[src/rtl/accel_out_pkg.sv]
package accel_out_pkg;
   localparam int SAMPLE_W = 16;
   localparam int BYTE_W   = 8;
   typedef logic [SAMPLE_W-1:0] sample_t;
   typedef logic [BYTE_W-1:0]   byte_t;
endpackage

[src/rtl/axis_slot.sv]
module axis_slot
   import accel_out_pkg::*;
#(
   parameter int RES_W = 14
) (
   input  logic             clk,
   input  logic             rst_n,
   input  logic             bdu_en,
   input  logic             smp_valid,
   input  logic [RES_W-1:0] smp,
   input  logic             rd_lo,
   input  logic             rd_hi,
   output sample_t          vis
);
   localparam int PAD_W = SAMPLE_W - RES_W;

   if (RES_W < BYTE_W || RES_W > SAMPLE_W) begin : g_bad_res
      $error("axis_slot: RES_W out of range");
   end

   logic             lo_seen, hi_seen, pend;
   logic [RES_W-1:0] shad;
   sample_t          vis_q, smp_pad, shad_pad;
   logic             pair_done, hold;

   if (PAD_W == 0) begin : g_full
      assign smp_pad  = smp;
      assign shad_pad = shad;
   end else begin : g_pad
      assign smp_pad  = {smp,  {PAD_W{1'b0}}};
      assign shad_pad = {shad, {PAD_W{1'b0}}};
   end

   assign pair_done = bdu_en && ((rd_lo && hi_seen) || (rd_hi && lo_seen));
   assign hold      = bdu_en && !pair_done && (lo_seen || hi_seen || rd_lo || rd_hi);

   always_ff @(posedge clk or negedge rst_n) begin
      if (!rst_n) begin
         lo_seen <= 1'b0;
         hi_seen <= 1'b0;
      end else if (!bdu_en || pair_done) begin
         lo_seen <= 1'b0;
         hi_seen <= 1'b0;
      end else begin
         lo_seen <= lo_seen | rd_lo;
         hi_seen <= hi_seen | rd_hi;
      end
   end

   always_ff @(posedge clk or negedge rst_n) begin
      if (!rst_n) begin
         vis_q <= '0;
         shad  <= '0;
         pend  <= 1'b0;
      end else if (smp_valid && !hold) begin
         vis_q <= smp_pad;
         pend  <= 1'b0;
      end else if (smp_valid) begin
         shad  <= smp;
         pend  <= 1'b1;
      end else if (pend && !hold) begin
         vis_q <= shad_pad;
         pend  <= 1'b0;
      end
   end

   assign vis = vis_q;

   AST_HELD_PAIR_STABLE: assert property (@(posedge clk) disable iff (!rst_n)
      (bdu_en && (lo_seen || hi_seen) && !rd_lo && !rd_hi) |=> $stable(vis_q));
   AST_UNLOCKED_LOAD: assert property (@(posedge clk) disable iff (!rst_n)
      (!bdu_en && smp_valid) |=> (vis_q == $past(smp_pad)));
   AST_SHADOW_RELEASE: assert property (@(posedge clk) disable iff (!rst_n)
      (pair_done && pend && !smp_valid) |=> (vis_q == $past(shad_pad)));
endmodule

[src/rtl/drdy_ctrl.sv]
module drdy_ctrl #(
   parameter int PULSE_CYCLES = 1400
) (
   input  logic clk,
   input  logic rst_n,
   input  logic smp_valid,
   input  logic hi_read,
   input  logic pulse_mode,
   input  logic route1,
   input  logic route2,
   output logic drdy,
   output logic int1,
   output logic int2
);
   localparam int CNT_W = $clog2(PULSE_CYCLES + 1);

   if (PULSE_CYCLES < 1) begin : g_bad_pulse
      $error("drdy_ctrl: PULSE_CYCLES must be at least 1");
   end

   logic             flag_q;
   logic [CNT_W-1:0] cnt_q;
   logic             pulse_on, src;

   always_ff @(posedge clk or negedge rst_n) begin
      if (!rst_n)         flag_q <= 1'b0;
      else if (smp_valid) flag_q <= 1'b1;
      else if (hi_read)   flag_q <= 1'b0;
   end

   always_ff @(posedge clk or negedge rst_n) begin
      if (!rst_n)              cnt_q <= '0;
      else if (smp_valid)      cnt_q <= CNT_W'(PULSE_CYCLES);
      else if (cnt_q != '0)    cnt_q <= cnt_q - 1'b1;
   end

   assign pulse_on = (cnt_q != '0);
   assign src      = pulse_mode ? pulse_on : flag_q;
   assign drdy     = flag_q;
   assign int1     = route1 & src;
   assign int2     = route2 & src;

   AST_FLAG_SET: assert property (@(posedge clk) disable iff (!rst_n)
      smp_valid |=> flag_q);
   AST_FLAG_CLEAR: assert property (@(posedge clk) disable iff (!rst_n)
      (hi_read && !smp_valid) |=> !flag_q);
   AST_PULSE_START: assert property (@(posedge clk) disable iff (!rst_n)
      smp_valid |=> pulse_on);
   AST_PULSE_COUNT: assert property (@(posedge clk) disable iff (!rst_n)
      (pulse_on && !smp_valid) |=> (cnt_q == $past(cnt_q) - 1'b1));
endmodule

[src/rtl/byte_read_mux.sv]
module byte_read_mux
   import accel_out_pkg::*;
#(
   parameter int NUM_AXES    = 3,
   parameter int ADDR_W      = 8,
   parameter int STATUS_ADDR = 'h27,
   parameter int BASE_ADDR   = 'h28
) (
   input  logic                         rd_en,
   input  logic [ADDR_W-1:0]            rd_addr,
   input  logic [NUM_AXES*SAMPLE_W-1:0] vis_flat,
   input  logic                         drdy,
   output byte_t                        rd_data,
   output logic [NUM_AXES-1:0]          rd_lo,
   output logic [NUM_AXES-1:0]          rd_hi
);
   localparam logic [ADDR_W-1:0] STAT_A = ADDR_W'(STATUS_ADDR);

   if (BASE_ADDR + 2*NUM_AXES > (1 << ADDR_W)) begin : g_bad_map
      $error("byte_read_mux: map exceeds address space");
   end

   byte_t [NUM_AXES-1:0] lo_b, hi_b;
   logic  [NUM_AXES-1:0] hit_lo, hit_hi;

   for (genvar a = 0; a < NUM_AXES; a++) begin : g_axis
      localparam logic [ADDR_W-1:0] LO_A = ADDR_W'(BASE_ADDR + 2*a);
      localparam logic [ADDR_W-1:0] HI_A = ADDR_W'(BASE_ADDR + 2*a + 1);
      assign lo_b[a]   = vis_flat[a*SAMPLE_W +: BYTE_W];
      assign hi_b[a]   = vis_flat[a*SAMPLE_W + BYTE_W +: BYTE_W];
      assign hit_lo[a] = (rd_addr == LO_A);
      assign hit_hi[a] = (rd_addr == HI_A);
      assign rd_lo[a]  = rd_en & hit_lo[a];
      assign rd_hi[a]  = rd_en & hit_hi[a];
   end

   always_comb begin
      rd_data = '0;
      if (rd_addr == STAT_A) rd_data = {{(BYTE_W-1){1'b0}}, drdy};
      for (int a = 0; a < NUM_AXES; a++) begin
         if (hit_lo[a]) rd_data = lo_b[a];
         if (hit_hi[a]) rd_data = hi_b[a];
      end
   end
endmodule

[src/rtl/accel_out_bank.sv]
module accel_out_bank
   import accel_out_pkg::*;
#(
   parameter int RES_W        = 14,
   parameter int PULSE_CYCLES = 1400,
   parameter int ADDR_W       = 8,
   parameter int STATUS_ADDR  = 'h27,
   parameter int BASE_ADDR    = 'h28
) (
   input  logic              clk,
   input  logic              rst_n,
   input  logic              smp_valid,
   input  logic [RES_W-1:0]  smp_x,
   input  logic [RES_W-1:0]  smp_y,
   input  logic [RES_W-1:0]  smp_z,
   input  logic              bdu_en,
   input  logic              pulse_mode,
   input  logic              route_int1,
   input  logic              route_int2,
   input  logic              rd_en,
   input  logic [ADDR_W-1:0] rd_addr,
   output logic [7:0]        rd_data,
   output logic              drdy,
   output logic              int1_o,
   output logic              int2_o
);
   localparam int NUM_AXES = 3;

   logic [NUM_AXES-1:0][RES_W-1:0] smp_arr;
   logic [NUM_AXES*SAMPLE_W-1:0]   vis_flat;
   logic [NUM_AXES-1:0]            rd_lo, rd_hi;
   logic                           hi_read;

   assign smp_arr = {smp_z, smp_y, smp_x};
   assign hi_read = |rd_hi;

   for (genvar a = 0; a < NUM_AXES; a++) begin : g_slot
      axis_slot #(.RES_W(RES_W)) u_slot (
         .clk       (clk),
         .rst_n     (rst_n),
         .bdu_en    (bdu_en),
         .smp_valid (smp_valid),
         .smp       (smp_arr[a]),
         .rd_lo     (rd_lo[a]),
         .rd_hi     (rd_hi[a]),
         .vis       (vis_flat[a*SAMPLE_W +: SAMPLE_W])
      );
   end

   drdy_ctrl #(.PULSE_CYCLES(PULSE_CYCLES)) u_drdy (
      .clk        (clk),
      .rst_n      (rst_n),
      .smp_valid  (smp_valid),
      .hi_read    (hi_read),
      .pulse_mode (pulse_mode),
      .route1     (route_int1),
      .route2     (route_int2),
      .drdy       (drdy),
      .int1       (int1_o),
      .int2       (int2_o)
   );

   byte_read_mux #(
      .NUM_AXES    (NUM_AXES),
      .ADDR_W      (ADDR_W),
      .STATUS_ADDR (STATUS_ADDR),
      .BASE_ADDR   (BASE_ADDR)
   ) u_mux (
      .rd_en    (rd_en),
      .rd_addr  (rd_addr),
      .vis_flat (vis_flat),
      .drdy     (drdy),
      .rd_data  (rd_data),
      .rd_lo    (rd_lo),
      .rd_hi    (rd_hi)
   );

   AST_PIN1_GATE: assert property (@(posedge clk) disable iff (!rst_n)
      !route_int1 |-> !int1_o);
   AST_PIN2_GATE: assert property (@(posedge clk) disable iff (!rst_n)
      !route_int2 |-> !int2_o);
   AST_LATCHED_PIN: assert property (@(posedge clk) disable iff (!rst_n)
      (!pulse_mode && route_int1) |-> (int1_o == drdy));
endmodule

[config.mk]
export PLATFORM = sky130hd
export DESIGN_NAME = accel_out_bank
export DESIGN_NICKNAME = d
export VERILOG_FILES = /design/src/rtl/accel_out_pkg.sv /design/src/rtl/axis_slot.sv /design/src/rtl/drdy_ctrl.sv /design/src/rtl/byte_read_mux.sv /design/src/rtl/accel_out_bank.sv
export SDC_FILE = /design/constraint.sdc
export NUM_CORES = 1
export LEC_CHECK = 0
export BUFFER_PORTS_ARGS = -buffer_cell sky130_fd_sc_hd__buf_4
export CORE_UTILIZATION = 59
export CTS_CLUSTER_DIAMETER = 120
export DETAILED_ROUTE_END_ITERATION = 8
export PLACE_DENSITY_LB_ADDON = 0.3
export RECOVER_POWER = 25
export SYNTH_ARGS = -nofsm -noshare
export SYNTH_HDL_FRONTEND = slang
export SYNTH_HIERARCHICAL = 1
export SYNTH_SLANG_ARGS = --single-unit
[constraint.sdc]
create_clock -name clk -period 2.6 [get_ports clk]
set_clock_uncertainty 0.05 [all_clocks]
set_input_delay 0.26 -clock clk [delete_from_list [all_inputs] [get_ports clk]]
set_output_delay 0.26 -clock clk [all_outputs]
set_load 0.05 [all_outputs]
==> results.txt, run 1 <==
* CTS sink count: around 110
- Remaining DRCs: 0
- Max-slew violation count: 0
- Most frequent standard cell in the layout excluding fill and tap cells: sky130_fd_sc_hd__dfrtp_1
- Clock-pin slew was measured on the worst setup and hold paths at about 100 ps.
- In this run, distinct cell masters in the synthesized netlist total just under 60.
* DIE WIDTH: around 100 um
- Detailed routing inserted a total of 4655 vias.
- The number of antenna diodes in the final layout is 0.
- Kind of path behind the tightest hold check: in -> reg
* Setup repair after global routing missed its margin: false
- During synthesis, Yosys emitted a total of 6 warnings.
- Cell class contributing the biggest share of worst-path delay: simple AND/OR/NAND/NOR gates
* Buffers added on ports: 68
* Class of the most critical setup path: reg -> out
- At the pin with the least slew margin, the transition time is ~1000 ps.
- Violation count after the first detailed-routing iteration: 287
- Peak supply drop: between 0.4 and 0.5 mV
- List of cells traversed by the critical path: inv_1 -> ha_1 -> nor3b_4 -> nand3_2 -> mux2i_1 -> nor2b_1 -> buf_4
- Share of synthesized flip-flops with an asynchronous set or reset: 100%
- Headroom to the max-slew limit came out at between 30% and 40%.
- Final setup violation count: 0
* # fillers: between 700 and 800
* Final WL: between 10000 and 15000 um
- Overall track demand over capacity in global routing: 27.4%
- Die Area: roughly 0.011 mm^2
- Global routing finished with a remaining overflow of 0.
* Site Rows: 36
- In this run the standard cell core region covers slightly below 0.01 mm^2.
* Area taken by multi-input logic gates: around 0.003 mm^2
* Cell area after technology mapping: roughly 0.0060 mm^2
- Commonest cells after routing, fill and taps aside: 105 x sky130_fd_sc_hd__dfrtp_1, 88 x sky130_fd_sc_hd__buf_4, 47 x sky130_fd_sc_hd__nand2_1, 44 x sky130_fd_sc_hd__and2_1, 43 x sky130_fd_sc_hd__nand3b_1
* Initial cell density of the core: 60.9%
* Power per standard cell area: slightly above 500 mW/mm^2
* Beginning of the worst hold path: smp_z[2]
- Maximum clock frequency: around 410 MHz
* Cell Area, Placed: ~0.0066 mm^2
- Maximum fanout count along the critical path: 8
- Area growth from synthesis to layout: 13.5%
* EDFF count, synth: 0
- Pin count of the biggest net entering global routing: between 70 and 80
- Number of antenna violations at the first check in global routing: 0
- The share of the Yosys chip area taken by registers is 43.9%.
- Bufs and invs on worst path: 2
* Final Hold Fails: 0
- In the synthesized netlist the dominant register cell turns out to be sky130_fd_sc_hd__dfrtp_1.
* Number of buffers on the longest clock path: 2
* Critical Path AT: approximately 2100 ps
- In the final routed layout, each cell accounts on average for approximately 18 um.
* Share of post-route cells with drive strength above 1: 23.8%
* R2r startpoint: g_slot[1].u_slot/hi_seen
* Leakage power: about 0.0032 uW
- Counting instances, the worst hold path has a depth of 2.
- Via count of the first global-routing pass: 4459
* Vertical die dimension: approximately 100 um
- Slowest cell delay on critical path: slightly above 400 ps
- Level count of the clock H-tree: 3
- Post-route fraction of the period consumed by the critical path: around 93%
- Worst r2r path cells: 4
- Worst-path cell with the longest stage delay: sky130_fd_sc_hd__dfrtp_1
- Across the whole layout, storage elements account for around 0.0026 mm^2.
* Final std cell area, no fill: about 0.0068 mm^2
- Dividing the detail-routed via count by the number of cells gives roughly 6.3.
- Synthesis inferred 105 register bits.
- Max-cap violations in this run came to 0.
* Startpoint Class: flop
* Setup TNS Final: 0 ps
* Resize count post-CTS: 0
- Global-route wire length before repair: between 20000 and 25000 um
- For the worst setup path, the data required time is ~2300 ps.
- Synthesized area divided by synthesized cell count: between 10 and 15 um^2
- The run finished with clean final reports.
- In this run the worst setup path begins at u_drdy/cnt_q[0].
* RePlAce Congestion: 0.875
- Final-stage net count: around 660
- For the worst-skew pair, the clock arrives at the later sink with an insertion delay of 380 ps.
- Number of optimization iterations in the first detailed-route pass: 7
* Num ports: between 60 and 70
- The cell sitting at the root of the clock tree is a sky130_fd_sc_hd__clkbuf_8.
- Clock tree from TritonCTS: done
- Count of mapped cells out of synthesis: 550
- In this run the remaining antenna-violating nets after routing total 0.
- Counting buffers and inverters, the worst setup path is 7 cells deep.
- Detailed placement ended at an HPWL of just over 9000 um.
- After layout, the minimum clock period comes to 2430 ps.
- The worst setup path is captured at a primary output.
- Clock buffers created by TritonCTS: 9
[worst register-to-register path: cells and delay by family, from the launching register on]
kind / cells / cell delay [ps]
simple gates: 2 / 820
flops: 1 / 410
compound gates: 1 / 320
buf+inv: 1 / 220
[cell usage after synthesis, types with 7 or more instances]
master / number / share of area [%]
sky130_fd_sc_hd__nand3b_1: 43 / 5.4
sky130_fd_sc_hd__nor2b_1: 9 / 0.94
sky130_fd_sc_hd__dfrtp_1: 105 / 44
sky130_fd_sc_hd__buf_6: 8 / 1.5
sky130_fd_sc_hd__and2_1: 44 / 4.6
sky130_fd_sc_hd__mux2_1: 30 / 5.6
sky130_fd_sc_hd__nand2_1: 47 / 2.9
sky130_fd_sc_hd__nor2_1: 23 / 1.4
sky130_fd_sc_hd__clkbuf_1: 26 / 1.6
sky130_fd_sc_hd__and3_1: 9 / 0.94
sky130_fd_sc_hd__mux2_2: 12 / 2.3
sky130_fd_sc_hd__mux4_2: 7 / 2.6
sky130_fd_sc_hd__a32oi_1: 42 / 6.1
sky130_fd_sc_hd__buf_4: 10 / 1.3
sky130_fd_sc_hd__a221o_1: 7 / 1.2
sky130_fd_sc_hd__a211o_1: 42 / 6.1
sky130_fd_sc_hd__nand2b_1: 7 / 0.73
[cell type report]
class | instances | area share [%]
tap | 133 | 2.45
clock buffer | 10 | 2.03
clock inverter | 6 | 1.31
sequential | 105 | 38.7
inverter | 5 | 0.276
timing repair buffer | 92 | 10.3
multi-input combinational | 391 | 44.9
[timing repair]
item	4_1_cts	5_1_grt
buffers inserted	0	2
hold buffers	1	0
endpoints found under the setup margin	0	2
hold endpoints to repair	38	0
[state kept, by name, indices dropped and copies added, names as in the netlist]
name / count
g_slot.u_slot/shad: 42
g_slot.u_slot/vis: 42
u_drdy/cnt_q: 11
g_slot.u_slot/hi_seen: 3
g_slot.u_slot/lo_seen: 3
g_slot.u_slot/pend: 3
u_drdy/drdy: 1
[metrics by stage]
stage,worst slack (ps),utilization [%],cells,hold WS [ps],power (uW)
2_1_floorplan,94.7,-,553,-85.6,2130
3_3_place_gp,236,66.7,723,231,2300
3_5_place_dp,172,66.7,723,235,2330
4_1_cts,82.3,69.2,740,32.7,3480
5_1_grt,0.691,69.1,742,37.1,3590
6_report,171,69.1,742,48.2,3440
[power breakdown]
| group | internal, uW | switching (uW) | leakage (uW) |
|---|---|---|---|
| Clock | 570 | 568 | 0.000109 |
| Sequential | 1740 | 91.7 | 0.00135 |
| Combinational | 241 | 231 | 0.00178 |
[path summary, 6_finish.rpt]
path / to / slack [ps]
setup / recovery: int1_o / 170
hold / removal: g_slot[2].u_slot/shad[2] / 50
setup reg to reg: g_slot[1].u_slot/vis[6] / 670
hold reg to reg: g_slot[0].u_slot/shad[9] / 450
max in group asynchronous: g_slot[1].u_slot/vis[14] / 590
min in group asynchronous: u_drdy/cnt_q[9] / 520
[cell families (layout without fill, tap and decap cells)]
logic type	after synthesis	in the layout	share of synthesized area, %
simple gates	216	216	22.1
mux	50	50	10.7
compound gates	113	113	16.8
xor+xnor	5	5	0.732
other cells	3	6	0.188
buf+inv	57	113	5.31
fa+ha+maj	1	1	0.209
flops	105	105	43.9
[layer usage]
| metal | part of all wire (%) | vias up | GRT usage [%] |
|---|---|---|---|
| met5 | 0 | - | 0 |
| met4 | 2.2 | 0 | 10.2 |
| met3 | 5.6 | 28 | 4.61 |
| met2 | 50 | 163 | 45.3 |
| met1 | 42 | 2310 | 36.2 |
| li1 | - | 2154 | - |
(Power assumes the default switching activity.)
==> run 2, diff against run 1 <==
--- a/config.mk
+++ b/config.mk
@@ -5,10 +5,10 @@
 export SDC_FILE = /design/constraint.sdc
 export NUM_CORES = 1
 export LEC_CHECK = 0
-export BUFFER_PORTS_ARGS = -buffer_cell sky130_fd_sc_hd__buf_4
-export CORE_UTILIZATION = 59
+export CORE_UTILIZATION = 64
 export CTS_CLUSTER_DIAMETER = 120
 export DETAILED_ROUTE_END_ITERATION = 8
+export DONT_BUFFER_PORTS = 1
 export PLACE_DENSITY_LB_ADDON = 0.3
 export RECOVER_POWER = 25
 export SYNTH_ARGS = -nofsm -noshare
==> run 2 against run 1 <==
  * The flow now finishes with violations (negative hold slack)
  * First-iteration DRC count fell by 22%
  * Clock power fell by 11%
  * Setup slack improved by 150 ps
  * Sequential share of layout area rose by 1.1 points
  * Non-clock buffer count fell by 30
==> results.txt, run 2 (synthesis gave the netlist of run 1 again) <==
* Status: finished, violations left
- The final reports fail on negative hold slack.
- Worst endpoint required time: between 2000 and 2500 ps
- # fillers: between 600 and 700
* Max-slew violation count: 0
- Pin count of the biggest net entering global routing: 106
- Setup violations remaining at the end of the flow were counted as 0.
* Level count of the clock H-tree: 3
- Number of optimization iterations in the first detailed-route pass: 5
- The setup path with the least slack is of type reg -> out.
- Rel. slew slack: between 40% and 50%
* Cell Count Post-Placement: ~630
* HPWL after detailed placement: ~8600 um
- Violation count after the first detailed-routing iteration: 225
- Die Area: roughly 0.0097 mm^2
* Global-route wire length before repair: ~22000 um
* Ratio of routed vias to standard cells: about 6.5
* Number of antenna violations at the first check in global routing: 0
- Ant diodes: 0
- In this run the critical register-to-register path is launched from g_slot[2].u_slot/hi_seen.
* Slew of the pin with the lowest slew margin: 763 ps
- Wirelength per Cell: between 15 and 20 um
- Cells with a size suffix above 1 make up 12.3% of the layout.
- Relative to the synthesized area, the layout overhead comes to 10.3%.
- Via count of the first global-routing pass: around 4400
- Counting along the longest clock path gives a buffer depth of 2.
* Clock buffers created by TritonCTS: 9
- In this run the tool buffered the top-level ports with 0 buffer cells.
- Site Rows: 34
* CTS Hold Buffers Added: 44
- The number of failing hold endpoints at the final stage was roughly 110.
- Summing all non-filler instances in the final layout gives an area of 0.00660 mm^2.
- Nature of the critical path endpoint: primary output
- Measured on the finished design, the core utilization comes to between 70% and 80%.
- Summed over all layers, the routed wires come to 13200 um.
* Maximum fanout count along the critical path: 3
- Leaving out fill and tap cells, the most frequent cells in the layout are 105 x sky130_fd_sc_hd__dfrtp_1, 47 x sky130_fd_sc_hd__nand2_1, 44 x sky130_fd_sc_hd__and2_1, 44 x sky130_fd_sc_hd__dlygate4sd3_1, 43 x sky130_fd_sc_hd__nand3b_1.
- For the worst flop-to-flop path, the logic depth is 4.
- Register area: around 0.0026 mm^2
* Power per standard cell area: 486 mW/mm^2
* DIE WIDTH: a little under 100 um
- Setup TNS Final: 0 ps
- Routability-driven placement finished with a final weighted congestion of 0.878.
* Critical Path AT: between 1500 and 2000 ps
- Remaining DRCs: 0
- Most frequent standard cell in the layout excluding fill and tap cells: sky130_fd_sc_hd__dfrtp_1
* Reg2Reg Capture Point: g_slot[2].u_slot/shad[13]
- STA classifies the critical path startpoint as a flop.
- Clock period minus final worst setup slack: about 2300 ps
- Total global routing overflow: 0
* Leakage power: between 0.003 and 0.004 uW
- The core region is approximately 0.009 mm^2.
* Clock transition at path regs: roughly 110 ps
- Final-stage net count: about 630
- Cell Area, Placed: 0.00596 mm^2
* Finished Layout Cells: around 700
* Post-route fraction of the period consumed by the critical path: roughly 88%
- CTS saw between 100 and 150 sinks.
- The routed layout has roughly 4500 vias.
* Hold Slack: -474 ps
- The multi-input combinational cells in the finished layout cover a total of 0.00305 mm^2.
* Flop-to-flop setup slack: ~600 ps
- Across every metal layer, demand over resource in global routing totals ~29%.
- The worst-case IR drop observed on VDD is 0.359 mV.
* Max-cap viol count: 0
- Pin placement for this block handled a little under 70 I/O pins.
- TritonCTS built the clock tree.
- Count of nets left with antenna violations after detail routing: 0
* Setup repair after global routing missed its margin: false
- Cell at the root of the clock tree: sky130_fd_sc_hd__clkbuf_8
- Initial cell density of the core: between 60 and 70%
- The die is 98.7 um tall.
* Clock insertion delay at the later pin of the skew report: ~380 ps
- The path class of the tightest hold or removal check is in -> async.
- Maximum clock frequency: ~440 MHz
run 2: layout make-up:
class,count,area share [%]
Multi-Input combinational cell,391,46.2
Sequential cell,105,39.8
Timing Repair Buffer,62,8.72
Tap cell,108,2.05
Clock buffer,10,1.93
Clock inverter,6,1.02
Inverter,5,0.284
run 2: per-stage QoR:
step / setup WS [ps] / power [uW] / hold slack (ps)
after floorplan: 94.7 / 2130 / -85.6
after global placement: 199 / 2140 / -82.9
after detailed placement: 94.2 / 2170 / -83.1
after CTS: 167 / 3230 / -500
after global routing: 146 / 3330 / -512
final: 319 / 3210 / -474
run 2: worst max-delay path by stage:
stage,start,to,slack [ps],cells past startpoint
2_1_floorplan,rd_addr[4],g_slot[2].u_slot/shad[10],90,8
3_3_place_gp,rd_addr[4],g_slot[1].u_slot/shad[12],200,8
3_5_place_dp,rd_addr[4],g_slot[1].u_slot/shad[11],90,8
4_1_cts,u_drdy/cnt_q[0],int2_o,170,7
5_1_grt,u_drdy/cnt_q[3],int2_o,150,5
6_report,g_slot[0].u_slot/vis[6],rd_data[6],320,3
run 2: where the power goes:
group	internal [uW]	switching, uW	total (uW)
registers	1740	90.0	1830
clock network	449	565	1010
logic	222	145	367
run 2: worst max-delay path: stages, from the launching register on:
cell and delay, ps:
sky130_fd_sc_hd__dfrtp_1 410, sky130_fd_sc_hd__mux4_2 490, sky130_fd_sc_hd__and3_1 200, sky130_fd_sc_hd__a221o_1 480
run 2: what timing repair did:
item / in CTS / in global routing
hold endpoints to repair: 165 / 105
setup buffers: 0 / 1
gates resized for setup: 0 / 0
endpoints found under the setup margin: 0 / 2
run 2: per-layer routing:
metal | part of all wire, % | routed length, um | track usage (%) | vias up
met2 | 51 | 6700 | 48.4 | 118
met4 | 0.88 | 116 | 6.66 | 0
li1 | - | - | - | 2089
met3 | 4.9 | 647 | 5.04 | 11
met5 | 0 | 0 | 0 | -
met1 | 44 | 5770 | 38.7 | 2246
==> run 3, diff against run 2 <==
--- a/config.mk
+++ b/config.mk
@@ -5,6 +5,7 @@
 export SDC_FILE = /design/constraint.sdc
 export NUM_CORES = 1
 export LEC_CHECK = 0
+export CORE_MARGIN = 5
 export CORE_UTILIZATION = 64
 export CTS_CLUSTER_DIAMETER = 120
 export DETAILED_ROUTE_END_ITERATION = 8
@@ -13,5 +14,4 @@
 export RECOVER_POWER = 25
 export SYNTH_ARGS = -nofsm -noshare
 export SYNTH_HDL_FRONTEND = slang
-export SYNTH_HIERARCHICAL = 1
 export SYNTH_SLANG_ARGS = --single-unit
==> run 3 against run 2 <==
  * The run still ends with negative hold slack left
  * Power decreased by 2.5%
  * Setup slack got worse by 160 ps
  * Cell count decreased by 5.8%
  * Fmax decreased by 6.5%
  * Register-to-register slack improved by 30 ps
  * Non-clock buffer count decreased by 3
  * Worst hold slack got worse by 10 ps
  * Synthesized area decreased by 6.7%
  * Critical path type unchanged
  * Sequential power about the same
==> results.txt, run 3 <==
- Status: finished, violations left
- Clock power frac: a little under a third
- TritonCTS built the clock tree.
- Critical Path AT: approximately 2100 ps
* RePlAce Congestion: between 0.8 and 0.9
- Top cells by area in the synthesized netlist: sky130_fd_sc_hd__dfrtp_1 47%, sky130_fd_sc_hd__mux2_2 6.7%, sky130_fd_sc_hd__and3b_1 6.0%
- Rel. slew slack: between 60 and 70%
- Using the TritonRoute via totals, the vias-per-cell ratio works out to about 6.5.
- The die is a little over 100 um tall.
- For the pin with the worst max-slew slack, the measured transition is 587 ps.
- In this run the power spent charging and discharging nets is roughly 800 uW.
- Leaving out filler cells and counting taps, the final layout contains roughly 650.
- Sorting the synthesized cells by how often they occur yields 105 x sky130_fd_sc_hd__dfrtp_1, 46 x sky130_fd_sc_hd__a21oi_1, 38 x sky130_fd_sc_hd__and3b_1, 35 x sky130_fd_sc_hd__o2bb2ai_1, 33 x sky130_fd_sc_hd__mux2_2.
- Clock insertion delay at the later pin of the skew report: about 370 ps
* Number of synthesis warnings: 0
* Class of the most critical setup path: reg -> out
* Bufs and invs on worst path: 1
- Area leader, netlist: sky130_fd_sc_hd__dfrtp_1
- The number of cells on the worst reg-to-reg path is 5.
* Max-slew violation count: 0
- Die Area: about 0.011 mm^2
- The number of clock buffers added by TritonCTS is 9.
* Ant diodes: 0
* Startpoint Class: flop
- The synthesized netlist contains 63 unique library cells.
* Global-route wire length before repair: ~21000 um
- Once placement completed, the tool counted placed cells totaling around 590.
- In this run the mean area of a mapped cell was between 10 and 15 um^2.
- Overall track demand over capacity in global routing: 25.9%
* Proportion of power drawn by flip-flops and latches: slightly below 60%
* Remaining DRCs: 0
* Switching part of the total power: 26.3%
* Maximum fanout count along the critical path: 5
- Detailed placement finished with a half-perimeter wire length of roughly 8500 um.
* Area share of the largest cell type after synthesis: 47.1%
- Wires add up to approximately 13000 um.
- Initial cell density of the core: roughly 65%
- The longest clock path from root to sink contains 2 buffers.
- For this design, the sink count on the clock tree is approximately 110.
- Peak supply drop: between 0.3 and 0.4 mV
- Leakage power: around 0.0028 uW
- Wirelength per Cell: ~20 um
- Clock transition at path regs: around 110 ps
- The root buffer cell chosen for the clock tree is sky130_fd_sc_hd__clkbuf_8.
- Post-route fraction of the period consumed by the critical path: 93.9%
* Commonest cells after routing, fill and taps aside: 105 x sky130_fd_sc_hd__dfrtp_1, 46 x sky130_fd_sc_hd__a21oi_1, 45 x sky130_fd_sc_hd__dlygate4sd3_1, 38 x sky130_fd_sc_hd__and3b_1, 35 x sky130_fd_sc_hd__o2bb2ai_1
* Via count of the first global-routing pass: between 4000 and 5000
- Site Rows: 34
- Cell class contributing the biggest share of worst-path delay: simple AND/OR/NAND/NOR gates
- Hold Slack: -484 ps
- Count of nets left with antenna violations after detail routing: 0
- Power per standard cell area: between 400 and 500 mW/mm^2
* Level count of the clock H-tree: 3
- Final Hold Fails: around 110
- DIE WIDTH: between 100 and 150 um
- Counting the fill cells in the layout gives 593.
- EDFF count, synth: 0
- Worst endpoint required time: roughly 2300 ps
- In this run, the number of DRC markers left after iteration 0 of detailed routing was between 200 and 300.
* Kind of path behind the tightest hold check: in -> async
- Share of post-route cells with drive strength above 1: 17.6%
- The first detailed-routing pass ran for 5 iterations.
- Flop-to-flop setup slack: approximately 640 ps
- Combinational logic is responsible for between 10% and 20% of the overall power.
* Number of vias after detailed routing: approximately 4200
- Entering global routing, the biggest net connects roughly 110 pins.
- Final-stage net count: about 590
- Maximum clock frequency: between 400 and 500 MHz
- Most frequently used cell type in the post-synthesis netlist: sky130_fd_sc_hd__dfrtp_1
- Total Power Consumption: 3130 uW
- Net count after synthesis: approximately 560
- Dominant register cell in the synthesized netlist: sky130_fd_sc_hd__dfrtp_1
- Count of mapped cells out of synthesis: 502
- Num ports: just under 70
- The clock period could shrink to 2440 ps.
- Number of antenna violations at the first check in global routing: 0
- The total overflow left after global routing is 0.
- The critical path goes through inv_1 -> ha_1 -> nor3b_4 -> nand3_1 -> mux2_2 -> and2_2.
- Failing checks: negative hold slack
- For this run, the slowest stage of the critical path takes roughly 420 ps.
* Reg2Reg Capture Point: g_slot[1].u_slot.shad[10]
- The startpoint identified for the worst register-to-register timing path is g_slot[1].u_slot.hi_seen.
- Compared with the post-synthesis result, the final layout area differs by 12.8%.
- Max-cap viol count: 0
- Among all stages on the critical path, the largest delay is contributed by sky130_fd_sc_hd__dfrtp_1.
- The worst setup path is captured at a primary output.
- In this run the tool buffered the top-level ports with 0 buffer cells.
- Core region area: roughly 0.0086 mm^2
* Int Pwr: between 2000 and 2500 uW
- Cell area after technology mapping: approximately 0.0056 mm^2
- Leaving out fill and tap cells, the most frequent cell in the layout is sky130_fd_sc_hd__dfrtp_1.
- Share of synthesized flip-flops with an asynchronous set or reset: 100%
- The synthesized design contains 105 register bits.
- Final setup violation count: 0
- Fraction of the yosys area taken by sequential cells: between 40% and 50%
## run 3: changes by cell type after synthesis, moves of 33 or more
cell	previous run	this run
sky130_fd_sc_hd__and2_1	44	8
sky130_fd_sc_hd__and3b_1	0	38
sky130_fd_sc_hd__a32oi_1	42	4
sky130_fd_sc_hd__a211o_1	42	9
sky130_fd_sc_hd__nand3b_1	43	1
sky130_fd_sc_hd__o2bb2ai_1	0	35
sky130_fd_sc_hd__a21oi_1	3	46
## run 3: cell type report
type,instances,area [um^2],area share [%]
Tap cell,108,135,2.15
Clock inverter,7,58.8,0.934
Sequential cell,105,2630,41.7
Multi-Input combinational cell,354,2780,44.1
Clock buffer,9,124,1.97
Inverter,5,18.8,0.298
Timing Repair Buffer,59,556,8.82
## run 3: repair_timing
item | in CTS | in global routing
hold endpoints to repair | 161 | 106
endpoints found under the setup margin | 2 | 2
resized for setup | 1 | 3
gates cloned | 0 | 0
hold buffers | 44 | 1
setup buffers | 0 | 0
## run 3: worst max path at each step
stage / start / slack, ps / depth (start not counted) / end
4_1_cts: u_drdy.cnt_q[0] / 90 / 6 / int1_o
6_report: u_drdy.cnt_q[0] / 160 / 6 / int1_o
2_1_floorplan: rd_addr[4] / 90 / 3 / rd_data[7]
3_3_place_gp: u_drdy.cnt_q[0] / 440 / 6 / int1_o
3_5_place_dp: u_drdy.cnt_q[0] / 350 / 6 / int1_o
5_1_grt: u_drdy.cnt_q[0] / -10 / 6 / int1_o
## run 3: logic make-up (layout without fill, tap and decap cells)
| group | count (synthesis) | in the layout | share of synthesized area (%) |
|---|---|---|---|
| compound gates | 134 | 134 | 18.2 |
| xor+xnor | 4 | 4 | 0.628 |
| fa+ha+maj | 2 | 2 | 0.448 |
| buf+inv | 43 | 80 | 3.65 |
| flops | 105 | 105 | 47.1 |
| mux | 58 | 58 | 12.1 |
| simple gates | 156 | 156 | 18.0 |
## run 3: metrics by stage
stage	instance area, um^2	setup slack (ps)	TNS, ps	hold slack, ps	util (%)
6_report	6300	160	0	-484	73.3
5_1_grt	6300	-10.4	-17.9	-514	73.3
4_1_cts	6280	86.9	0	-499	73.1
3_5_place_dp	5650	345	0	-82.0	65.8
3_3_place_gp	5650	438	0	-82.1	65.8
2_1_floorplan	5590	94.1	0	-85.6	-
## run 3: metal layers
layer / vias up / global-route usage, % / part of all wire, %
li1: 1960 / - / -
met1: 2048 / 35.8 / 43
met2: 157 / 41.1 / 48
met3: 28 / 5.23 / 6.9
met4: 0 / 9.16 / 2.2
met5: - / 0 / 0
## run 3: power by group through the flow
stage	clock network (uW)	registers, uW	logic, uW
3_5_place_dp	0	1840	278
6_report	975	1810	342
3_3_place_gp	0	1840	267
5_1_grt	1060	1830	374
4_1_cts	998	1810	337
2_1_floorplan	0	1820	273
